==> src/rtl/tap_pkg.sv <==
package tap_pkg;

    typedef enum logic [3:0] {
        ST_RESET,
        ST_IDLE,
        ST_DR_SELECT,
        ST_DR_CAPTURE,
        ST_DR_SHIFT,
        ST_DR_EXIT1,
        ST_DR_PAUSE,
        ST_DR_EXIT2,
        ST_DR_UPDATE,
        ST_IR_SELECT,
        ST_IR_CAPTURE,
        ST_IR_SHIFT,
        ST_IR_EXIT1,
        ST_IR_PAUSE,
        ST_IR_EXIT2,
        ST_IR_UPDATE
    } tap_state_e;

    localparam int IR_W = 5;

    localparam logic [IR_W-1:0] OP_BND_DRIVE  = 5'b00000;
    localparam logic [IR_W-1:0] OP_BND_SAMPLE = 5'b00001;
    localparam logic [IR_W-1:0] OP_USER1      = 5'b00010;
    localparam logic [IR_W-1:0] OP_USER2      = 5'b00011;
    localparam logic [IR_W-1:0] OP_CFG_RD     = 5'b00100;
    localparam logic [IR_W-1:0] OP_CFG_WR     = 5'b00101;
    localparam logic [IR_W-1:0] OP_PINS_OFF   = 5'b00111;
    localparam logic [IR_W-1:0] OP_IDCODE     = 5'b01001;
    localparam logic [IR_W-1:0] OP_BYPASS     = 5'b11111;

    localparam logic [IR_W-1:0] IR_CAPTURE_PAT = 5'b00001;

    localparam int N_PORTS  = 5;
    localparam int PORT_BND = 0;
    localparam int PORT_U1  = 1;
    localparam int PORT_U2  = 2;
    localparam int PORT_RD  = 3;
    localparam int PORT_WR  = 4;

endpackage

==> src/rtl/tap_fsm.sv <==
module tap_fsm
    import tap_pkg::*;
(
    input  logic       tck,
    input  logic       trst_n,
    input  logic       tms,
    output tap_state_e state,
    output logic       in_reset,
    output logic       dr_capture,
    output logic       dr_shift,
    output logic       dr_update,
    output logic       ir_capture,
    output logic       ir_shift,
    output logic       ir_update
);

    tap_state_e nxt;

    always_comb begin
        nxt = state;
        unique case (state)
            ST_RESET:      nxt = tms ? ST_RESET     : ST_IDLE;
            ST_IDLE:       nxt = tms ? ST_DR_SELECT : ST_IDLE;
            ST_DR_SELECT:  nxt = tms ? ST_IR_SELECT : ST_DR_CAPTURE;
            ST_DR_CAPTURE: nxt = tms ? ST_DR_EXIT1  : ST_DR_SHIFT;
            ST_DR_SHIFT:   nxt = tms ? ST_DR_EXIT1  : ST_DR_SHIFT;
            ST_DR_EXIT1:   nxt = tms ? ST_DR_UPDATE : ST_DR_PAUSE;
            ST_DR_PAUSE:   nxt = tms ? ST_DR_EXIT2  : ST_DR_PAUSE;
            ST_DR_EXIT2:   nxt = tms ? ST_DR_UPDATE : ST_DR_SHIFT;
            ST_DR_UPDATE:  nxt = tms ? ST_DR_SELECT : ST_IDLE;
            ST_IR_SELECT:  nxt = tms ? ST_RESET     : ST_IR_CAPTURE;
            ST_IR_CAPTURE: nxt = tms ? ST_IR_EXIT1  : ST_IR_SHIFT;
            ST_IR_SHIFT:   nxt = tms ? ST_IR_EXIT1  : ST_IR_SHIFT;
            ST_IR_EXIT1:   nxt = tms ? ST_IR_UPDATE : ST_IR_PAUSE;
            ST_IR_PAUSE:   nxt = tms ? ST_IR_EXIT2  : ST_IR_PAUSE;
            ST_IR_EXIT2:   nxt = tms ? ST_IR_UPDATE : ST_IR_SHIFT;
            ST_IR_UPDATE:  nxt = tms ? ST_DR_SELECT : ST_IDLE;
            default:       nxt = ST_RESET;
        endcase
    end

    always_ff @(posedge tck or negedge trst_n) begin
        if (!trst_n) state <= ST_RESET;
        else         state <= nxt;
    end

    always_comb begin
        in_reset   = 1'b0;
        dr_capture = 1'b0;
        dr_shift   = 1'b0;
        dr_update  = 1'b0;
        ir_capture = 1'b0;
        ir_shift   = 1'b0;
        ir_update  = 1'b0;
        unique case (state)
            ST_RESET:      in_reset   = 1'b1;
            ST_DR_CAPTURE: dr_capture = 1'b1;
            ST_DR_SHIFT:   dr_shift   = 1'b1;
            ST_DR_UPDATE:  dr_update  = 1'b1;
            ST_IR_CAPTURE: ir_capture = 1'b1;
            ST_IR_SHIFT:   ir_shift   = 1'b1;
            ST_IR_UPDATE:  ir_update  = 1'b1;
            default:       ;
        endcase
    end

endmodule

==> src/rtl/tap_ir.sv <==
module tap_ir
    import tap_pkg::*;
(
    input  logic            tck,
    input  logic            trst_n,
    input  logic            in_reset,
    input  logic            ir_capture,
    input  logic            ir_shift,
    input  logic            ir_update,
    input  logic            tdi,
    output logic [IR_W-1:0] ir_shreg,
    output logic [IR_W-1:0] ir_q
);

    always_ff @(posedge tck or negedge trst_n) begin
        if (!trst_n) begin
            ir_shreg <= '0;
        end else if (ir_capture) begin
            ir_shreg <= IR_CAPTURE_PAT;
        end else if (ir_shift) begin
            ir_shreg <= {tdi, ir_shreg[IR_W-1:1]};
        end
    end

    always_ff @(posedge tck or negedge trst_n) begin
        if (!trst_n) begin
            ir_q <= OP_IDCODE;
        end else if (in_reset) begin
            ir_q <= OP_IDCODE;
        end else if (ir_update) begin
            ir_q <= ir_shreg;
        end
    end

endmodule

==> src/rtl/tap_decode.sv <==
module tap_decode
    import tap_pkg::*;
(
    input  logic [IR_W-1:0]    ir_q,
    output logic               sel_id,
    output logic               sel_bypass,
    output logic [N_PORTS-1:0] port_sel,
    output logic               bsr_drive,
    output logic               highz
);

    always_comb begin
        sel_id     = 1'b0;
        sel_bypass = 1'b0;
        port_sel   = '0;
        bsr_drive  = 1'b0;
        highz      = 1'b0;
        case (ir_q)
            OP_BND_DRIVE: begin
                port_sel[PORT_BND] = 1'b1;
                bsr_drive          = 1'b1;
            end
            OP_BND_SAMPLE: port_sel[PORT_BND] = 1'b1;
            OP_USER1:      port_sel[PORT_U1]  = 1'b1;
            OP_USER2:      port_sel[PORT_U2]  = 1'b1;
            OP_CFG_RD:     port_sel[PORT_RD]  = 1'b1;
            OP_CFG_WR:     port_sel[PORT_WR]  = 1'b1;
            OP_IDCODE:     sel_id             = 1'b1;
            OP_PINS_OFF: begin
                highz      = 1'b1;
                sel_bypass = 1'b1;
            end
            default:       sel_bypass = 1'b1;
        endcase
    end

endmodule

==> src/rtl/tap_dr.sv <==
module tap_dr #(
    parameter int          ID_W    = 32,
    parameter logic [31:0] ID_CODE = 32'h1A5C_E093
) (
    input  logic tck,
    input  logic trst_n,
    input  logic dr_capture,
    input  logic dr_shift,
    input  logic sel_id,
    input  logic sel_bypass,
    input  logic tdi,
    output logic bypass_q,
    output logic id_lsb
);

    localparam logic [ID_W-1:0] ID_VAL = ID_W'(ID_CODE);

    logic [ID_W-1:0] id_sr;

    always_ff @(posedge tck or negedge trst_n) begin
        if (!trst_n) begin
            bypass_q <= 1'b0;
        end else if (sel_bypass && dr_capture) begin
            bypass_q <= 1'b0;
        end else if (sel_bypass && dr_shift) begin
            bypass_q <= tdi;
        end
    end

    always_ff @(posedge tck or negedge trst_n) begin
        if (!trst_n) begin
            id_sr <= '0;
        end else if (sel_id && dr_capture) begin
            id_sr <= ID_VAL;
        end else if (sel_id && dr_shift) begin
            id_sr <= {tdi, id_sr[ID_W-1:1]};
        end
    end

    assign id_lsb = id_sr[0];

endmodule

==> src/rtl/tap_ctrl.sv <==
module tap_ctrl
    import tap_pkg::*;
#(
    parameter int          ID_W    = 32,
    parameter logic [31:0] ID_CODE = 32'h1A5C_E093
) (
    input  logic               tck,
    input  logic               trst_n,
    input  logic               tms,
    input  logic               tdi,
    output logic               tdo,
    output logic               tdo_oe,
    output logic               scan_si,
    input  logic [N_PORTS-1:0] ext_tdo,
    output logic [N_PORTS-1:0] ext_capture,
    output logic [N_PORTS-1:0] ext_shift,
    output logic [N_PORTS-1:0] ext_update,
    output logic               bsr_drive,
    output logic               highz
);

    tap_state_e         state;
    logic               in_reset, dr_capture, dr_shift, dr_update;
    logic               ir_capture, ir_shift, ir_update;
    logic [IR_W-1:0]    ir_shreg, ir_q;
    logic               sel_id, sel_bypass;
    logic [N_PORTS-1:0] port_sel;
    logic               bypass_q, id_lsb;
    logic               dout;

    tap_fsm u_fsm (
        .tck        (tck),
        .trst_n     (trst_n),
        .tms        (tms),
        .state      (state),
        .in_reset   (in_reset),
        .dr_capture (dr_capture),
        .dr_shift   (dr_shift),
        .dr_update  (dr_update),
        .ir_capture (ir_capture),
        .ir_shift   (ir_shift),
        .ir_update  (ir_update)
    );

    tap_ir u_ir (
        .tck        (tck),
        .trst_n     (trst_n),
        .in_reset   (in_reset),
        .ir_capture (ir_capture),
        .ir_shift   (ir_shift),
        .ir_update  (ir_update),
        .tdi        (tdi),
        .ir_shreg   (ir_shreg),
        .ir_q       (ir_q)
    );

    tap_decode u_dec (
        .ir_q       (ir_q),
        .sel_id     (sel_id),
        .sel_bypass (sel_bypass),
        .port_sel   (port_sel),
        .bsr_drive  (bsr_drive),
        .highz      (highz)
    );

    tap_dr #(
        .ID_W    (ID_W),
        .ID_CODE (ID_CODE)
    ) u_dr (
        .tck        (tck),
        .trst_n     (trst_n),
        .dr_capture (dr_capture),
        .dr_shift   (dr_shift),
        .sel_id     (sel_id),
        .sel_bypass (sel_bypass),
        .tdi        (tdi),
        .bypass_q   (bypass_q),
        .id_lsb     (id_lsb)
    );

    generate
        for (genvar p = 0; p < N_PORTS; p++) begin : g_port
            assign ext_capture[p] = dr_capture & port_sel[p];
            assign ext_shift[p]   = dr_shift   & port_sel[p];
            assign ext_update[p]  = dr_update  & port_sel[p];
        end
    endgenerate

    assign scan_si = tdi;

    always_comb begin
        if (ir_shift)        dout = ir_shreg[0];
        else if (sel_id)     dout = id_lsb;
        else if (|port_sel)  dout = |(ext_tdo & port_sel);
        else                 dout = bypass_q;
    end

    always_ff @(negedge tck or negedge trst_n) begin
        if (!trst_n) begin
            tdo    <= 1'b0;
            tdo_oe <= 1'b0;
        end else begin
            tdo    <= dout;
            tdo_oe <= dr_shift | ir_shift;
        end
    end

endmodule

==> config.mk <==
export PLATFORM = sky130hd
export DESIGN_NAME = tap_ctrl
export DESIGN_NICKNAME = d
export VERILOG_FILES = /design/src/rtl/tap_pkg.sv /design/src/rtl/tap_fsm.sv /design/src/rtl/tap_ir.sv /design/src/rtl/tap_decode.sv /design/src/rtl/tap_dr.sv /design/src/rtl/tap_ctrl.sv
export SDC_FILE = /design/constraint.sdc
export NUM_CORES = 1
export LEC_CHECK = 0
export BUFFER_PORTS_ARGS = -buffer_cell sky130_fd_sc_hd__buf_2
export CORE_ASPECT_RATIO = 1.25
export CORE_MARGIN = 5
export CORE_UTILIZATION = 43
export CTS_BUF_LIST = sky130_fd_sc_hd__clkbuf_2
export DETAILED_ROUTE_END_ITERATION = 10
export PLACE_DENSITY = 0.6
export SYNTH_ARGS = -nofsm -noshare
export SYNTH_HDL_FRONTEND = slang
export SYNTH_SLANG_ARGS = --single-unit
==> constraint.sdc <==
create_clock -name tck -period 2.4 [get_ports tck]
set_clock_uncertainty 0.15 [all_clocks]
set_input_delay 0.12 -clock tck [delete_from_list [all_inputs] [get_ports tck]]
set_output_delay 0.12 -clock tck [all_outputs]
set_load 0.01 [all_outputs]
; Word-level counts from Yosys, hierarchy flattened
; Index checks and enable logic that the tools add are counted.
[totals]
reg_bits = 49
inputBits = 9
out_inout_bits = 20
wordCells = 103
[op_classes]
n_eq_ne = 22
muxes = 40
n_bitwise = 17
reduce_logical = 17
[ops]
columns = op, n
row1 = two-way mux 32 bit, 2
row2 = case mux 4 bit (12 select lines), 1
row3 = equality test 4 bit (second input constant), 8
row4 = two-way mux 1 bit, 24
row5 = two-way mux 5 bit, 4
row6 = equality test 4 x 3 -> 1 bit (second input constant), 4
row7 = two-way mux 4 bit, 4
row8 = bitwise AND 1 bit, 15
row9 = equality test 5 x 3 -> 1 bit (second input constant), 3
row10 = equality test 5 x 2 -> 1 bit (second input constant), 2
row11 = OR reduction 5 bit, 2
row12 = equality test 4 x 2 -> 1 bit (second input constant), 2
row13 = nonzero test 2 bit, 4
row14 = OR reduction 7 bit, 1
row15 = two-way mux 2 bit, 3
row16 = two-way mux 3 bit, 2
row17 = OR reduction 2 bit, 3
row18 = bitwise AND 5 bit, 1
row19 = equality test 5 x 1 -> 1 bit (second input constant), 1
row20 = equality test 5 x 4 -> 1 bit (second input constant), 1
row21 = zero test 5 bit, 1
row22 = equality test 4 x 1 -> 1 bit (second input constant), 1
row23 = logical AND 1 bit, 4
row24 = zero test 4 bit, 1
row25 = 2 further kinds, 2

; Logic depth before layout (Yosys ltp)
[logic_depth]
depth_word = 8
mapped_depth = 7
depth_no_buf = 4

; Cells and area by module
; From an unflattened synthesis, not the netlist that was laid out.
[hier_totals]
hier_cells = 292
area_unflattened_um2 = 2896.5
[modules_own_cells]
columns = mod, n_inst, cells_per_inst, area_per_inst_um2, seq_area_each_um2
row1 = tap_dr, 1, 169, 1786.7, 825.8
row2 = tap_ir, 1, 32, 409.1, 252.7
row3 = tap_fsm, 1, 46, 339.1, 100.1
row4 = tap_ctrl, 1, 28, 229.0, 50.0
row5 = tap_decode, 1, 17, 132.6, 0.0

==> flow_metrics.py <==
metrics = {
    "yosys": {
        "synth_top_cell_area_share_pct": 45.0,
        "synthAdderAreaFrac_pct": 0,
        "netlist_area_um2": 2500,
        "synth_top_family_by_area": "simple AND/OR/NAND/NOR gates",
        "synth_warnings": 0,
        "synth-simple-area-share_pct": 26.7,
        "synth_cell_types": 40,
        "ys_ff_latch": 49,
        "yosys-top-cells-area": "dfrtp_1 (45%), nand2_1 (10%), nor2_1 (6.6%)",
        "ys_seq_area_share_pct": 49.1,
        "postSynth.asyncResetShare_pct": 100,
        "synth_compound_area_share_pct": 16.8,
        "synth_top_area_cell": "dfrtp_1",
        "avgSynthCellArea_um2": 8.42,
        "synth_nets": 306,
        "syn_inst": 297,
        "synth.area.mux_share_pct": 0.801,
        "synth_edf_count": 0,
        "synth_ff_type": "dfrtp_1",
        "synth_xor_area_share_pct": 0,
    },
    "timing": {
        "fin_tns_setup_ns": -0.393,
        "slew_headroom_pct": 63.4,
        "hold_viol": 0,
        "final_max_slew_viol_count": 0,
        "postLayoutSetupSlackWorst_ns": -0.345,
        "tightest_slew_ns": 0.549,
        "timing.hold.ws_ns": 0.106,
        "rsz0062_at_grt": "true",
        "setup_viol": 3,
    },
    "placed_design": {
        "dp.cells": 388,
        "placed_area_um2": 2740,
        "numPortBuffers": 28,
        "gp_congestion": 0.814,
        "post-place-ws_ns": -0.284,
        "hpwl_mm": 3.68,
    },
    "cts": {
        "cts.htree.levels": 2,
        "insertion_delay_ns": 0.42,
        "cts_made_buffers": 5,
        "cts.clk_slew.worst_paths_ns": 0.25,
        "root_buffer": "clkbuf_2",
        "tritoncts": "done",
        "cts_buffer_depth": 2,
        "cts_sinks": 49,
    },
    "layout": {
        "fin_nets": 343,
        "area_growth_pct": 15.1,
        "final_cells": 401,
        "n_antenna_cell": 0,
        "drive_above_1_share_pct": 23.6,
        "finalInstanceArea_um2": 2880,
        "fillers": 577,
    },
    "global_routing": {
        "antenna_found_initial": 0,
        "grt_pass1_vias": 1983,
        "track_usage_pct": 15.0,
        "grt_max_degree": 65,
        "grt_overflow": 0,
        "grt_pass1_wl_mm": 9.03,
    },
    "floorplanning": {
        "die_w_um": 78.2,
        "die_y_um": 95.3,
        "core_area_um2": 5740,
        "num_rows": 31,
        "ios": 29,
        "die_area_um2": 7450,
        "start_util_pct": 43.5,
    },
    "worst_setup_path": {
        "worstPathMaxFanout": 4,
        "cp-end-kind": "flip-flop",
        "required_ns": 1.29,
        "slowest_stage": "dfstp_2",
        "crit_path_start_kind": "flip-flop",
        "regToRegSetupSlack_ns": -0.35,
        "cp.depth": 4,
        "rr_startpoint": "u_ir.ir_q[0]",
        "critPathTopFamily": "flip-flops",
        "cp_slowest_stage_delay_ns": 0.63,
        "critPathArrivalTime_ns": 1.63,
        "timing_worst_setup_path_type": "flip-flop to flip-flop",
        "rr_endpoint": "tdo",
        "r2r_cells": 4,
        "crit_path_cell_trace": "mux2i_1, a211oi_1, o221ai_1, a31oi_1",
        "critPathLaunch": "u_ir.ir_q[0]",
        "cp_num_buf_inv": 0,
    },
    "drt": {
        "viasPerCell": 5.08,
        "wl_per_cell_um": 13.2,
        "firstDrtPassIters": 4,
        "drt_iter0_markers": 85,
        "vias": 2039,
        "drt_wl_total_mm": 5.30,
        "drc": 0,
        "drtAntennaViolNets": 0,
    },
    "power_and_ir_drop": {
        "p_sw_uw": 1280,
        "p_leak_uw": 0.00133,
        "seqPwrFrac_pct": 43.2,
        "p_clk_share_pct": 11.4,
        "ir_drop_mv": 0.466,
        "p_sw_share_pct": 42.3,
        "cellPowerDensity_nw_per_um2": 1050,
        "intPower_uw": 1750,
        "combPwrFrac_pct": 45.4,
    },
    "outcome": {
        "violations": "setup timing",
        "status": "complete, but fails checks",
    },
    "worst_hold_path": {
        "hp-class": "input pin to asynchronous set/reset pin",
    },
    "run": {
        "cap_violations": 0,
    },
}
-- per-layer routing --
metal | global-route usage, % | up-vias | share of wire [%]
met5 | 0 | - | 0
li1 | - | 1066 | -
met4 | 4.37 | 0 | 1.7
met1 | 18.4 | 942 | 46
met3 | 3.12 | 9 | 2.2
met2 | 26.7 | 22 | 50
-- registers in the layout (all words and copies together), names as in the netlist --
register	cells
u_fsm.state	4
u_ir.ir_shreg	5
u_ir.ir_q	5
tdo_oe	1
u_dr.bypass_q	1
u_dr.id_sr	32
tdo	1
-- how the worst max path moves through the flow --
stage                to  slack (ns)
floorplan           tdo       -0.27
global placement    tdo       -0.25
detailed placement  tdo       -0.28
CTS                 tdo       -0.37
global route        tdo       -0.41
finish              tdo       -0.35
-- synth_stat cells, types with 2 or more instances --
library cell  number
a21oi_1           10
dfrtn_1            2
nor2_1            44
o211ai_1           2
or3_1              3
buf_6              4
nand2b_1           4
mux2i_1            2
nand2_1           69
clkbuf_1           8
buf_4              6
dfstp_2            2
a31oi_1            2
o21ai_0           15
nor3_1             3
o22ai_1            4
nand3_1            8
a22oi_1            2
buf_2              7
dfrtp_1           45
a211oi_1           2
nor2b_1            6
o21ai_1           30
-- power by group through the flow --
stage | Clock, µW | Combinational (µW) | Sequential [µW]
floorplan | 0 | 1160 | 1270
global placement | 0 | 1330 | 1320
global route | 399 | 1580 | 1350
finish | 347 | 1380 | 1310
CTS | 370 | 1370 | 1310
detailed placement | 0 | 1360 | 1330
-- repair_timing --
item,in CTS,in global routing
endpoints found under the hold margin,54,0
resized for setup,2,12
setup buffers,1,0
hold buffers,4,0
setup endpoints to repair,5,7
pin swaps,0,3
gates cloned,0,0
-- worst min-delay path: cells and delay by family --
kind                   cells  cell delay (ns)
buffers and inverters      3             0.99
-- through the flow --
| stage | utilization (%) | total power [µW] |
|---|---|---|
| floorplan | - | 2430 |
| global placement | 47.8 | 2650 |
| detailed placement | 47.8 | 2680 |
| CTS | 49.5 | 3050 |
| global route | 50.1 | 3330 |
| finish | 50.1 | 3040 |
-- kinds of logic (layout without fill, tap and decap cells) --
group,count (synthesis),after routing
and+or+nand+nor,146,146
buffers and inverters,27,65
DFF,49,49
muxes,2,2
AOI/OAI and AO/OA,73,73
-- area by class of cell --
type	instances	area, µm²	area share, %
Clock buffer	5	25.0	0.870
Clock inverter	3	21.3	0.739
Inverter	1	3.75	0.130
Multi-Input combinational cell	221	1150	39.8
Sequential cell	49	1230	42.8
Tap cell	66	82.6	2.87
Timing Repair Buffer	56	368	12.8
-- cell usage in the layout (no fill, tap or decap), types with 2 or more instances in the layout --
master | netlist | layout
buf_6 | 4 | 2
nand2_1 | 69 | 68
a22oi_1 | 2 | 2
nor2_2 | 0 | 3
o22ai_1 | 4 | 4
buf_4 | 6 | 22
nor2b_1 | 6 | 4
buf_2 | 7 | 28
or3_1 | 3 | 2
nor3_1 | 3 | 2
nand3_1 | 8 | 7
o211ai_1 | 2 | 2
a211oi_1 | 2 | 2
o21ai_1 | 30 | 30
nor2_1 | 44 | 41
o21ai_0 | 15 | 15
a31oi_1 | 2 | 2
a21oi_1 | 10 | 10
dfrtn_1 | 2 | 2
mux2i_1 | 2 | 2
dlygate4sd3_1 | 0 | 4
dfrtp_2 | 0 | 2
nand2b_1 | 4 | 4
dfrtp_1 | 45 | 43
dfstp_2 | 2 | 2
clkbuf_2 | 0 | 5
Note: power is estimated with default switching activity, not from simulation.
